==> src/rtl/intConvPkg.sv <==
package intConvPkg;
  localparam int DATA_W = 32;
  localparam int NUM_SIZES = 3;
  localparam int BASE_W = 8;

  localparam logic [1:0] SZ_BYTE = 2'd0;
  localparam logic [1:0] SZ_WORD = 2'd1;
  localparam logic [1:0] SZ_LONG = 2'd2;

  typedef struct packed {
    logic load;
    logic reject;
  } convCtrlT;
endpackage

==> src/rtl/intConvCtrl.sv <==
module intConvCtrl
  import intConvPkg::*;
(
  input  logic       clk,
  input  logic       rstN,
  input  logic       inValid,
  input  logic [1:0] srcSize,
  input  logic [1:0] dstSize,
  output convCtrlT   strobes,
  output logic       outValid,
  output logic       outIllegal
);
  logic pairLegal;

  always_comb begin
    pairLegal = (srcSize != 2'd3) && (dstSize != 2'd3) && (srcSize != dstSize);
    strobes.load   = inValid && pairLegal;
    strobes.reject = inValid && !pairLegal;
  end

  always_ff @(posedge clk or negedge rstN) begin
    if (!rstN) begin
      outValid   <= 1'b0;
      outIllegal <= 1'b0;
    end else begin
      outValid   <= strobes.load;
      outIllegal <= strobes.reject;
    end
  end

  assert_illegal_pair_R8: assert property (@(posedge clk) disable iff (!rstN)
    (inValid && srcSize == dstSize) |=> (outIllegal && !outValid));

  assert_idle_quiet_R9: assert property (@(posedge clk) disable iff (!rstN)
    !inValid |=> (!outValid && !outIllegal));
endmodule

==> src/rtl/intConvData.sv <==
module intConvData
  import intConvPkg::*;
(
  input  logic              clk,
  input  logic              rstN,
  input  convCtrlT          strobes,
  input  logic [1:0]        srcSize,
  input  logic [1:0]        dstSize,
  input  logic [DATA_W-1:0] srcData,
  output logic [DATA_W-1:0] outData,
  output logic              flagN,
  output logic              flagZ,
  output logic              flagV,
  output logic              flagC
);
  logic [DATA_W-1:0] extCand   [NUM_SIZES];
  logic [DATA_W-1:0] truncCand [NUM_SIZES];
  logic              signCand  [NUM_SIZES];
  logic              fitCand   [NUM_SIZES];
  logic [DATA_W-1:0] extValue;
  logic [DATA_W-1:0] nextData;
  logic              nextSign;
  logic              nextFit;

  // sign extension of the source, one candidate per size
  for (genvar g = 0; g < NUM_SIZES; g++) begin : genExt
    localparam int W = BASE_W << g;
    if (W < DATA_W) begin : genPad
      assign extCand[g] = {{(DATA_W-W){srcData[W-1]}}, srcData[W-1:0]};
    end else begin : genFull
      assign extCand[g] = srcData;
    end
  end

  always_comb begin
    case (srcSize)
      SZ_BYTE: extValue = extCand[0];
      SZ_WORD: extValue = extCand[1];
      default: extValue = extCand[2];
    endcase
  end

  // narrowing candidates: truncated value, its sign, and whether it fits
  for (genvar g = 0; g < NUM_SIZES; g++) begin : genNarrow
    localparam int W = BASE_W << g;
    logic [DATA_W-W:0] topBits;
    assign topBits = extValue[DATA_W-1:W-1];
    assign signCand[g] = extValue[W-1];
    assign fitCand[g]  = (&topBits) || !(|topBits);
    if (W < DATA_W) begin : genMask
      assign truncCand[g] = {{(DATA_W-W){1'b0}}, extValue[W-1:0]};
    end else begin : genKeep
      assign truncCand[g] = extValue;
    end
  end

  always_comb begin
    case (dstSize)
      SZ_BYTE: begin nextData = truncCand[0]; nextSign = signCand[0]; nextFit = fitCand[0]; end
      SZ_WORD: begin nextData = truncCand[1]; nextSign = signCand[1]; nextFit = fitCand[1]; end
      default: begin nextData = truncCand[2]; nextSign = signCand[2]; nextFit = fitCand[2]; end
    endcase
  end

  always_ff @(posedge clk or negedge rstN) begin
    if (!rstN) begin
      outData <= '0;
      flagN   <= 1'b0;
      flagZ   <= 1'b0;
      flagV   <= 1'b0;
      flagC   <= 1'b0;
    end else if (strobes.load) begin
      outData <= nextData;
      flagN   <= nextSign;
      flagZ   <= (nextData == '0);
      flagV   <= !nextFit;
      flagC   <= 1'b0;
    end
  end

  assert_widen_no_v_R5: assert property (@(posedge clk) disable iff (!rstN)
    (strobes.load && srcSize < dstSize) |=> !flagV);

  assert_byte_upper_zero_R3: assert property (@(posedge clk) disable iff (!rstN)
    (strobes.load && dstSize == SZ_BYTE) |=> (outData[DATA_W-1:BASE_W] == '0));

  assert_zero_flag_R6: assert property (@(posedge clk) disable iff (!rstN)
    strobes.load |=> (flagZ == (outData == '0)));

  assert_hold_result_R8: assert property (@(posedge clk) disable iff (!rstN)
    !strobes.load |=> ($stable(outData) && $stable(flagV) && $stable(flagN)));
endmodule

==> src/rtl/intConvert.sv <==
module intConvert
  import intConvPkg::*;
(
  input  logic        clk,
  input  logic        rstN,
  input  logic        inValid,
  input  logic [1:0]  srcSize,
  input  logic [1:0]  dstSize,
  input  logic [31:0] srcData,
  output logic        outValid,
  output logic        outIllegal,
  output logic [31:0] outData,
  output logic        flagN,
  output logic        flagZ,
  output logic        flagV,
  output logic        flagC
);
  convCtrlT strobes;

  intConvCtrl ctrl (
    .clk(clk), .rstN(rstN), .inValid(inValid),
    .srcSize(srcSize), .dstSize(dstSize),
    .strobes(strobes), .outValid(outValid), .outIllegal(outIllegal)
  );

  intConvData data (
    .clk(clk), .rstN(rstN), .strobes(strobes),
    .srcSize(srcSize), .dstSize(dstSize), .srcData(srcData),
    .outData(outData), .flagN(flagN), .flagZ(flagZ), .flagV(flagV), .flagC(flagC)
  );
endmodule

==> config.mk <==
export PLATFORM = sky130hd
export DESIGN_NAME = intConvert
export DESIGN_NICKNAME = d
export VERILOG_FILES = /design/src/rtl/intConvPkg.sv /design/src/rtl/intConvCtrl.sv /design/src/rtl/intConvData.sv /design/src/rtl/intConvert.sv
export SDC_FILE = /design/constraint.sdc
export NUM_CORES = 1
export LEC_CHECK = 0
export ABC_AREA = 1
export CAP_MARGIN = 15
export CELL_PAD_IN_SITES_DETAIL_PLACEMENT = 1
export CELL_PAD_IN_SITES_GLOBAL_PLACEMENT = 2
export CORE_MARGIN = 2
export CORE_UTILIZATION = 30
export DETAILED_ROUTE_END_ITERATION = 6
export DONT_BUFFER_PORTS = 1
export PLACE_DENSITY = 0.76
export SLEW_MARGIN = 40
export SYNTH_ARGS = -nofsm -noshare
export SYNTH_HDL_FRONTEND = slang
export SYNTH_SLANG_ARGS = --single-unit
==> constraint.sdc <==
create_clock -name clk -period 0.8 [get_ports clk]
set_clock_uncertainty 0.2 [all_clocks]
set_input_delay 0.12 -clock clk [delete_from_list [all_inputs] [get_ports clk]]
set_output_delay 0.12 -clock clk [all_outputs]
set_load 0.01 [all_outputs]
# After elaboration in Yosys (flattened, before gate mapping)
# Cells that the tools add are included.
# op_classes
reduce_logical	17
mux	4
n_eq_ne	5
# ops
operator	n
$pmux 32 s2	2
$logic_not 32->1	1
$reduce_and 25->1	1
$reduce_or 25->1	1
$reduce_and 17->1	1
$reduce_or 17->1	1
$eq 2x1->1 const B	2
$logic_and 1x1->1	4
$logic_not 1->1	4
$logic_not 2->1	2
$ne 2x2->1 const B	2
$pmux 1 s2	2
$logic_or 1x1->1	2
$ne 2x2->1	1
# word_totals
input_bits	39
ff_bits	37
elab_cells	32

# Depth between registers and ports, before layout
# Gate-level depths: netlist (run 1).
# depth
ltp_word	7
depth_mapped	11
depth_no_buf	11

# By module
# Synthesis (run 1) repeated with hierarchy kept, for this count alone.
# unflattened
cells_unflattened	278
area_unflattened_um2	1986.9
# modules_own_cells
module	cells_per_inst	n_inst	area_per_inst_um2	seq_area_each_um2
intConvData	262	1	1876.8	875.8
intConvCtrl	16	1	110.1	50.0

# Worst setup path after synthesis (run 1)
# Ideal clock, no wire load.
# synth_timing
kind	input to register
from	input port srcSize[1]
to	register data.flagV
setup_time_ns	0.117
n_path_buf	1
setup_slack_ns	-0.463
cell_stages	11
arrival_ns	0.946
cell_sequence	nor2_1 nand2_2 buf_6 nand2_1 nand2_1 nor2_1 nand2_1 nand2_1 nand3_1 nand3_1 nand2_1
# synth_between
elab_chain_cells	7
# synth_rtl
item	line_no	rtl
start: declaration	intConvert.sv:7	input logic [1:0] srcSize,
$eq 2x1->1 or $logic_not 2->1 (tied branches)	intConvData.sv:36	case (srcSize)
$pmux 32 s2	intConvData.sv:36	
$reduce_or 25->1 or $reduce_or 17->1 (tied branches)	intConvData.sv:49	assign fitCand[g] = (&topBits) || !(|topBits);
$logic_not 1->1	intConvData.sv:49	
$logic_or 1x1->1	intConvData.sv:49	
$pmux 1 s2	intConvData.sv:58	case (dstSize)
$logic_not 1->1	intConvData.sv:76	flagV <= !nextFit;
end signal: assignment	intConvData.sv:76	
end: declaration	intConvData.sv:13	output logic flagV,
# Several ways; a longest one is shown, not always the timed one.
# A chain may end at the register's enable or synchronous reset.

# Worst setup path in the final report (run 1)
# layout_timing
from	register data.outData[13]
to	output port outData[13]
# layout_rtl
item	line_no	rtl
start: declaration	intConvData.sv:10	output logic [DATA_W-1:0] outData,
start signal: assignment	intConvData.sv:73	outData <= nextData;
end: declaration	intConvert.sv:12	output logic [31:0] outData,
# No word-level cell between the ends.

==> results of run 1 <==
placed cells by master, fill, tap and decap left out, types with 4 or more instances in the layout:
master and instances:
buf_6 59, nand2_1 43, dfrtp_1 37, inv_1 23, buf_4 20, nand2_2 19, a21oi_2 15, o21ai_1 12
nor2_1 10, inv_2 9, nand2_4 9, nand3_1 8, clkbuf_8 7, nand3_2 6, o21ai_0 5, nor2_4 4
o21ai_2 4, or2_1 4, buf_16 4, buf_12 4
metal layers:
metal	vias to the layer above	wire length, um	track usage, %
met4	0	91	5.72
li1	943	-	-
met2	52	3530	33.0
met5	-	0	0
met1	924	2540	20.0
met3	7	223	3.46
repair_timing:
action,CTS,global route
setup endpoints to repair,72,73
hold endpoints to repair,60,58
gates cloned,7,0
gates resized for setup,119,57
setup buffers,15,22
pin swaps,28,19
path summary, 6_finish.rpt:
check | slack, ps | to | start
setup / recovery | -360 | outData[13] | data.outData[13]
hold / removal | -680 | data.outData[19] | rstN
setup reg to reg | -190 | data.outData[22] | data.outData[22]
hold reg to reg | 320 | data.flagZ | data.flagZ
max in group asynchronous | 1000 | data.flagV | rstN
min in group clk | -250 | data.outData[4] | srcData[4]
sequential cells by signal, indices dropped and copies added, names as in the netlist:
name and count:
data.flagN 1, data.flagV 1, ctrl.outIllegal 1, ctrl.outValid 1
data.outData 32, data.flagZ 1
power by group through the flow:
stage                     Clock, mW  Combinational (mW)  Sequential (mW)
final                          1.46                2.87             2.56
after global routing           1.57                3.10             2.60
after CTS                      1.48                2.36             2.52
after detailed placement          0                1.59             2.48
after global placement            0                1.55             2.47
after floorplan                   0               0.642             2.64
logic make-up (layout without fill, tap and decap cells):
kind of cell           Yosys count  in the layout  synth area share, %
other                            1              1                0.196
AND/OR/NAND/NOR                116            117                 26.5
buffers and inverters           43            130                 11.3
XOR/XNOR                         1              1                0.458
AO/OA/AOI/OAI                   46             46                 13.1
flip-flops                      37             37                 48.4
area by class of cell:
cell class | count | share of cell area, %
tap | 77 | 2.81
clock inverter | 1 | 0.146
timing repair buffer | 89 | 30.1
sequential | 37 | 27.0
inverter | 33 | 3.98
multi-input combinational | 165 | 33.2
clock buffer | 7 | 2.81
==> flow_metrics.py, run 1 <==
metrics = {
    "run_status": {
        "status": "finished, violations left",
        "violations": "negative hold slack, negative setup slack",
    },
    "synthesis": {
        "async_flop_share_pct": 100,
        "synth_top_area_share_pct": 48.4,
        "syn_area_um2": 1910,
        "synth_edf_count": 0,
        "yosys-top-cells-area": "dfrtp_1, nand2_1, inv_1",
        "seq_area_frac_synth_pct": 48.4,
        "post-synth-top-count-cell": "nand2_1",
        "synthFlopType": "dfrtp_1",
        "yosysUniqueCellTypes": 30,
        "synth-seq-cells": 37,
        "synthesis.instances": 244,
        "synth_top_area_cell": "dfrtp_1",
        "yosys_warnings": 0,
        "synth_nets": 283,
        "avgSynthCellArea_um2": 7.85,
        "synth_common_cells": "nand2_1, dfrtp_1, inv_1",
    },
    "routing": {
        "vias_per_cell": 4.71,
        "drtIter0Drc": 33,
        "wire_per_inst_um": 15.6,
        "wl_um": 6390,
        "num_vias": 1926,
        "drc": 0,
        "antenna_left": 0,
        "first_pass_iters": 3,
    },
    "die": {
        "initial_core_util_pct": 30.5,
        "chipWidth_um": 83.9,
        "floorplan.rows": 29,
        "die-area_um2": 7040,
        "die-height_um": 83.9,
        "fp.coreArea_um2": 6280,
        "io_pins": 77,
    },
    "setup_path": {
        "worst_ep_required_time_ps": 480,
        "worst-path-stages": 1,
        "path_delay_family": "flip-flops",
        "crit_chain": "buf_6",
        "start_kind": "flip-flop",
        "endpoint_kind": "output port",
        "critPathSlowestCell": "dfrtp_1",
        "worstSetupPathType": "reg -> out",
        "max_stage_delay_ps": 420,
        "rr_worst_depth": 3,
        "cp_data_arrival_time_ps": 840,
        "crit_fanout": 2,
        "cp_num_buf_inv": 1,
    },
    "clocking": {
        "cts_buffers": 5,
        "cts_tree": "done",
        "holdBufCountCts": 1,
        "cts_max_path_buffers": 2,
        "h-tree-depth": 2,
        "cts-root-buf": "clkbuf_8",
        "clk_pin_slew_ps": 80,
        "cts.sinks": 37,
        "clock_latency_ps": 290,
    },
    "place": {
        "placed_area_um2": 2380,
        "dpl_worst_slack_ps": -632,
        "dp_hpwl_um": 3850,
        "gp_congestion": 0.725,
        "place_inst": 365,
        "io_buffer_count": 0,
    },
    "global_route": {
        "grt_overflow": 0,
        "grt_max_degree": 38,
        "antenna_found_initial": 0,
        "grt_pass1_vias": 2074,
        "grt_pass1_wl_um": 9940,
        "grt_usage_pct": 17.7,
    },
    "layout": {
        "utilization_pct": 54.6,
        "fin_area_um2": 3430,
        "multi_input_area_um2": 1140,
        "seq_area_um2": 926,
        "stdcell_count": 409,
        "final_nets": 370,
        "fill_cells": 699,
        "diodes": 0,
        "area.growth.synth_to_final_pct": 79.0,
        "drive_gt1_share_pct": 54.5,
    },
    "power": {
        "peakVddDrop_mv": 1.24,
        "combPwrFrac_pct": 41.6,
        "power.leakage_nw": 1.67,
        "power_frac_clock_pct": 21.2,
        "intPower_mw": 4.72,
        "switching_share_pct": 31.4,
        "p_sw_mw": 2.16,
        "finalPower_mw": 6.89,
        "pwr_density_cell_nw_per_um2": 2010,
        "seqPwrFrac_pct": 37.2,
    },
    "timing": {
        "worst_hold_slack_ps": -682,
        "rsz0062_at_grt": "true",
        "fin_tns_setup_ps": -17320,
        "finalSetupViolCount": 72,
        "drv_slew": 0,
        "max_freq_mhz": 859,
        "fin_ws_ps": -364,
        "fin_crit_sh_pct": 145,
        "period_needed_ps": 1160,
        "timing_hold_violations_final": 59,
    },
    "job": {
        "drv_cap": 0,
    },
    "hold_path": {
        "min_path_type": "in -> async",
    },
}
No activity file was read; power rests on OpenSTA's default activity.
==> run 2, diff against run 1 <==
- CORE_UTILIZATION: 30 -> 36
- PLACE_DENSITY: 0.76 -> 0.85
- clock period: 0.8 -> 1.34 ns (I/O delays scaled with it)
==> flow_metrics.py, run 2 (synthesis results as in run 1) <==
metrics = {
    "timing": {
        "rsz0062_at_grt": "false",
        "fin_crit_sh_pct": 94.3,
        "period_needed_ps": 1260,
        "fin_ws_ps": 75.7,
        "fin_tns_setup_ps": 0,
        "finalSetupViolCount": 0,
        "worst_hold_slack_ps": -29.4,
        "max_freq_mhz": 791,
        "drv_slew": 0,
        "timing_hold_violations_final": 2,
    },
    "power": {
        "power_frac_clock_pct": 31.4,
        "switching_share_pct": 30.1,
        "intPower_mw": 2.19,
        "pwr_density_cell_nw_per_um2": 1320,
        "seqPwrFrac_pct": 51.0,
        "p_sw_mw": 0.945,
        "power.leakage_nw": 1.20,
        "combPwrFrac_pct": 17.5,
        "finalPower_mw": 3.14,
        "peakVddDrop_mv": 0.483,
    },
    "die": {
        "io_pins": 77,
        "die-area_um2": 5920,
        "fp.coreArea_um2": 5110,
        "floorplan.rows": 26,
        "die-height_um": 76.9,
        "chipWidth_um": 76.9,
        "initial_core_util_pct": 37.5,
    },
    "setup_path": {
        "cp_data_arrival_time_ps": 1280,
        "rr_worst_depth": 1,
        "endpoint_kind": "flip-flop",
        "crit_fanout": 2,
        "worstSetupPathType": "in -> reg",
        "worst_ep_required_time_ps": 1360,
        "start_kind": "input port",
    },
    "layout": {
        "area.growth.synth_to_final_pct": 23.8,
        "final_nets": 310,
        "top_register": "data.outData",
        "drive_gt1_share_pct": 14.7,
        "fin_area_um2": 2370,
        "largest_reg_flops": 32,
        "multi_input_area_um2": 798,
        "fill_cells": 643,
        "most-common-layout-cells": "nand2_1, dfrtp_1, inv_1, a21oi_1, o21ai_0",
        "diodes": 0,
        "seq_area_um2": 926,
        "final_common_cell": "nand2_1",
    },
    "routing": {
        "num_vias": 1647,
        "wire_per_inst_um": 13.9,
        "antenna_left": 0,
        "drc": 0,
        "first_pass_iters": 4,
        "drtIter0Drc": 47,
        "vias_per_cell": 4.82,
        "wl_um": 4750,
    },
    "hold_path": {
        "whs_path_depth": 2,
        "min_path_type": "in -> reg",
    },
    "clocking": {
        "clock_latency_ps": 290,
        "cts.sinks": 37,
        "post_cts_buffers": 0,
        "holdBufCountCts": 13,
        "cts-root-buf": "clkbuf_8",
        "h-tree-depth": 2,
        "clk_pin_slew_ps": 70,
        "cts_max_path_buffers": 2,
        "cts_tree": "done",
        "cts_buffers": 5,
    },
    "place": {
        "io_buffer_count": 0,
        "dpl_worst_slack_ps": -161,
        "dp_hpwl_um": 3600,
        "gp_congestion": 0.721,
        "placed_area_um2": 2090,
    },
    "run_status": {
        "status": "finished, violations left",
        "violations": "negative hold slack",
    },
    "global_route": {
        "grt_pass1_wl_um": 8190,
        "grt_pass1_vias": 1674,
        "antenna_found_initial": 0,
        "grt_usage_pct": 17.4,
        "grt_max_degree": 38,
        "grt_overflow": 0,
    },
    "job": {
        "drv_cap": 0,
    },
}
run 2: worst max-delay path: stages:
cell           delay [ps]
dlygate4sd3_1         580
nor4_2                280
nand3_1               100
o21ai_1               130
run 2: layer usage:
metal / GRT usage (%) / vias to the layer above / wire (um)
li1: - / 823 / -
met1: 20.7 / 764 / 2020
met2: 29.5 / 55 / 2310
met3: 5.18 / 5 / 347
met4: 6.55 / 0 / 77
met5: 0 / - / 0
run 2: layout make-up:
cell class,count,area share (%)
clock buffer,7,3.64
clock inverter,1,1.27
inverter,33,5.23
multi-input combinational,164,33.7
sequential,37,39.1
tap,70,3.70
timing repair buffer,30,13.4
run 2: power groups by stage:
stage / combinational [mW] / sequential, mW / clock [mW]
global route: 0.647 / 1.63 / 1.06
detailed placement: 0.490 / 1.63 / 0
floorplan: 0.366 / 1.57 / 0
CTS: 0.551 / 1.61 / 1.02
global placement: 0.465 / 1.62 / 0
finish: 0.550 / 1.60 / 0.986
run 2: timing repair:
action / 4_1_cts / 5_1_grt
hold endpoints to repair: 50 / 1
endpoints found under the setup margin: 0 / 2
gates resized for setup: 0 / 5
run 2: metrics by stage:
stage               std cells  util, %
floorplan                 244        -
global placement          321     40.9
detailed placement        321     40.9
CTS                       342     45.9
global route              342     46.4
finish                    342     46.4
run 2: final timing paths:
path	start	end	slack, ps
setup / recovery	srcData[5]	data.flagZ	80
hold / removal	inValid	ctrl.outValid	-30
setup reg to reg	data.flagN	data.flagN	420
hold reg to reg	data.outData[6]	data.outData[6]	360
max in group asynchronous	rstN	data.outData[0]	600
min in group asynchronous	rstN	data.outData[1]	150
==> run 3, diff against run 2 <==
- CORE_UTILIZATION: 36 -> 33
- PLACE_DENSITY: 0.85 -> default
- PLACE_DENSITY_LB_ADDON: default -> 0.1
- clock period: 1.34 -> 1.4 ns (I/O delays scaled with it)
==> flow_metrics.py, run 3 (synthesis results as in run 1) <==
metrics = {
    "routing": {
        "vias_per_cell": 4.68,
        "first_pass_iters": 4,
        "antenna_left": 0,
        "wire_per_inst_um": 14.1,
        "wl_um": 4860,
        "num_vias": 1609,
        "drtIter0Drc": 35,
        "drc": 0,
    },
    "run_status": {
        "status": "complete, no violations",
    },
    "die": {
        "floorplan.rows": 27,
        "initial_core_util_pct": 34.6,
        "fp.coreArea_um2": 5540,
        "die-area_um2": 6430,
        "io_pins": 77,
        "die-height_um": 80.2,
        "chipWidth_um": 80.2,
    },
    "global_route": {
        "antenna_found_initial": 0,
        "grt_usage_pct": 15.6,
        "grt_overflow": 0,
        "grt_max_degree": 38,
        "grt_pass1_vias": 1548,
        "grt_pass1_wl_um": 7750,
    },
    "clocking": {
        "h-tree-depth": 2,
        "cts.sinks": 37,
        "cts_buffers": 5,
        "cts_tree": "done",
        "clk_pin_slew_ps": 70,
        "clock_latency_ps": 280,
        "cts_max_path_buffers": 2,
        "cts-root-buf": "clkbuf_8",
    },
    "layout": {
        "largest_reg_flops": 32,
        "area.growth.synth_to_final_pct": 22.1,
        "diodes": 0,
        "multi_input_area_um2": 781,
        "drive_gt1_share_pct": 14.3,
        "seq_area_um2": 926,
        "fin_area_um2": 2340,
        "utilization_pct": 42.2,
        "fill_cells": 692,
        "final_nets": 312,
        "most-common-layout-cells": "nand2_1, dfrtp_1, inv_1, a21oi_1, o21ai_0",
        "top_register": "data.outData",
        "final_common_cell": "nand2_1",
    },
    "setup_path": {
        "rr_startpoint": "data.flagN",
        "worst_ep_required_time_ps": 1410,
        "crit_fanout": 2,
        "start_kind": "input port",
        "cp_data_arrival_time_ps": 1290,
        "ff2ff_setup_slack_ps": 490,
        "rr_worst_depth": 1,
        "reg2reg_to": "data.flagN",
        "worstSetupPathType": "in -> reg",
        "endpoint_kind": "flip-flop",
    },
    "timing": {
        "max_freq_mhz": 783,
        "fin_crit_sh_pct": 91.3,
        "drv_slew": 0,
        "worst_hold_slack_ps": 24.5,
        "finalSetupViolCount": 0,
        "timing_hold_violations_final": 0,
        "rsz0062_at_grt": "false",
        "fin_tns_setup_ps": 0,
        "period_needed_ps": 1280,
    },
    "place": {
        "placed_area_um2": 2090,
        "dp_hpwl_um": 3700,
        "io_buffer_count": 0,
        "gp_congestion": 0.690,
    },
    "job": {
        "drv_cap": 0,
    },
    "hold_path": {
        "hold_end": "data.flagN",
        "hp-start": "dstSize[1]",
        "min_path_type": "in -> reg",
        "whs_path_depth": 3,
    },
    "power": {
        "peakVddDrop_mv": 0.591,
        "finalPower_mw": 2.73,
        "power.leakage_nw": 1.22,
        "pwr_density_cell_nw_per_um2": 1170,
    },
}
[run 3: cell types whose count changed in the layout (fill, tap and decap cells not counted), sizes merged]
cell and delta:
dlygate4sd3 -4, clkinv +1, dlymetal6s4s +4, clkbuf -2, buf +2, bufinv -1
[run 3: layout make-up]
class / instances / area share [%]
Sequential cell: 37 / 39.6
Clock inverter: 1 / 0.214
Tap cell: 72 / 3.85
Clock buffer: 5 / 2.94
Multi-Input combinational cell: 164 / 33.4
Inverter: 33 / 5.30
Timing Repair Buffer: 32 / 14.7
[run 3: stage by stage]
stage	instances	setup slack, ps
detailed placement	323	-103
CTS	342	7.02
floorplan	244	46.5
global route	344	8.55
finish	344	122
global placement	323	-98.0
[run 3: how the worst max path moves through the flow]
| stage | start | end | slack [ps] |
|---|---|---|---|
| 2_1_floorplan | srcSize[1] | data.flagV | 50 |
| 3_3_place_gp | srcSize[1] | data.flagV | -100 |
| 3_5_place_dp | srcSize[1] | data.flagV | -100 |
| 4_1_cts | inValid | data.outData[21] | 7 |
| 5_1_grt | srcSize[1] | data.flagV | 9 |
| 6_report | srcData[5] | data.flagZ | 120 |
[run 3: layer usage]
| metal | global-route usage, % | part of all wire (%) | vias up |
|---|---|---|---|
| li1 | - | - | 814 |
| met1 | 20.4 | 47 | 738 |
| met2 | 24.3 | 45 | 51 |
| met3 | 4.04 | 6.3 | 6 |
| met4 | 7.12 | 1.9 | 0 |
| met5 | 0 | 0 | - |
[run 3: power by group]
part	internal, mW	leakage [nW]	switching [mW]	total [mW]
combinational	0.243	0.733	0.284	0.527
sequential	1.28	0.448	0.252	1.53
clock	0.327	0.0399	0.342	0.669
total	1.85	1.22	0.878	2.73
[run 3: timing repair]
| item | CTS | global route |
|---|---|---|
| buffers inserted | 0 | 2 |
| gates resized for setup | 0 | 6 |
| endpoints found under the hold margin | 50 | 0 |
| setup endpoints to repair | 0 | 17 |
| hold buffers | 13 | 0 |
[run 3: worst max-delay path: stages]
cell and delay, ps:
dlygate4sd3_1 580, nor4_2 270, nand3_1 110, o21ai_1 110
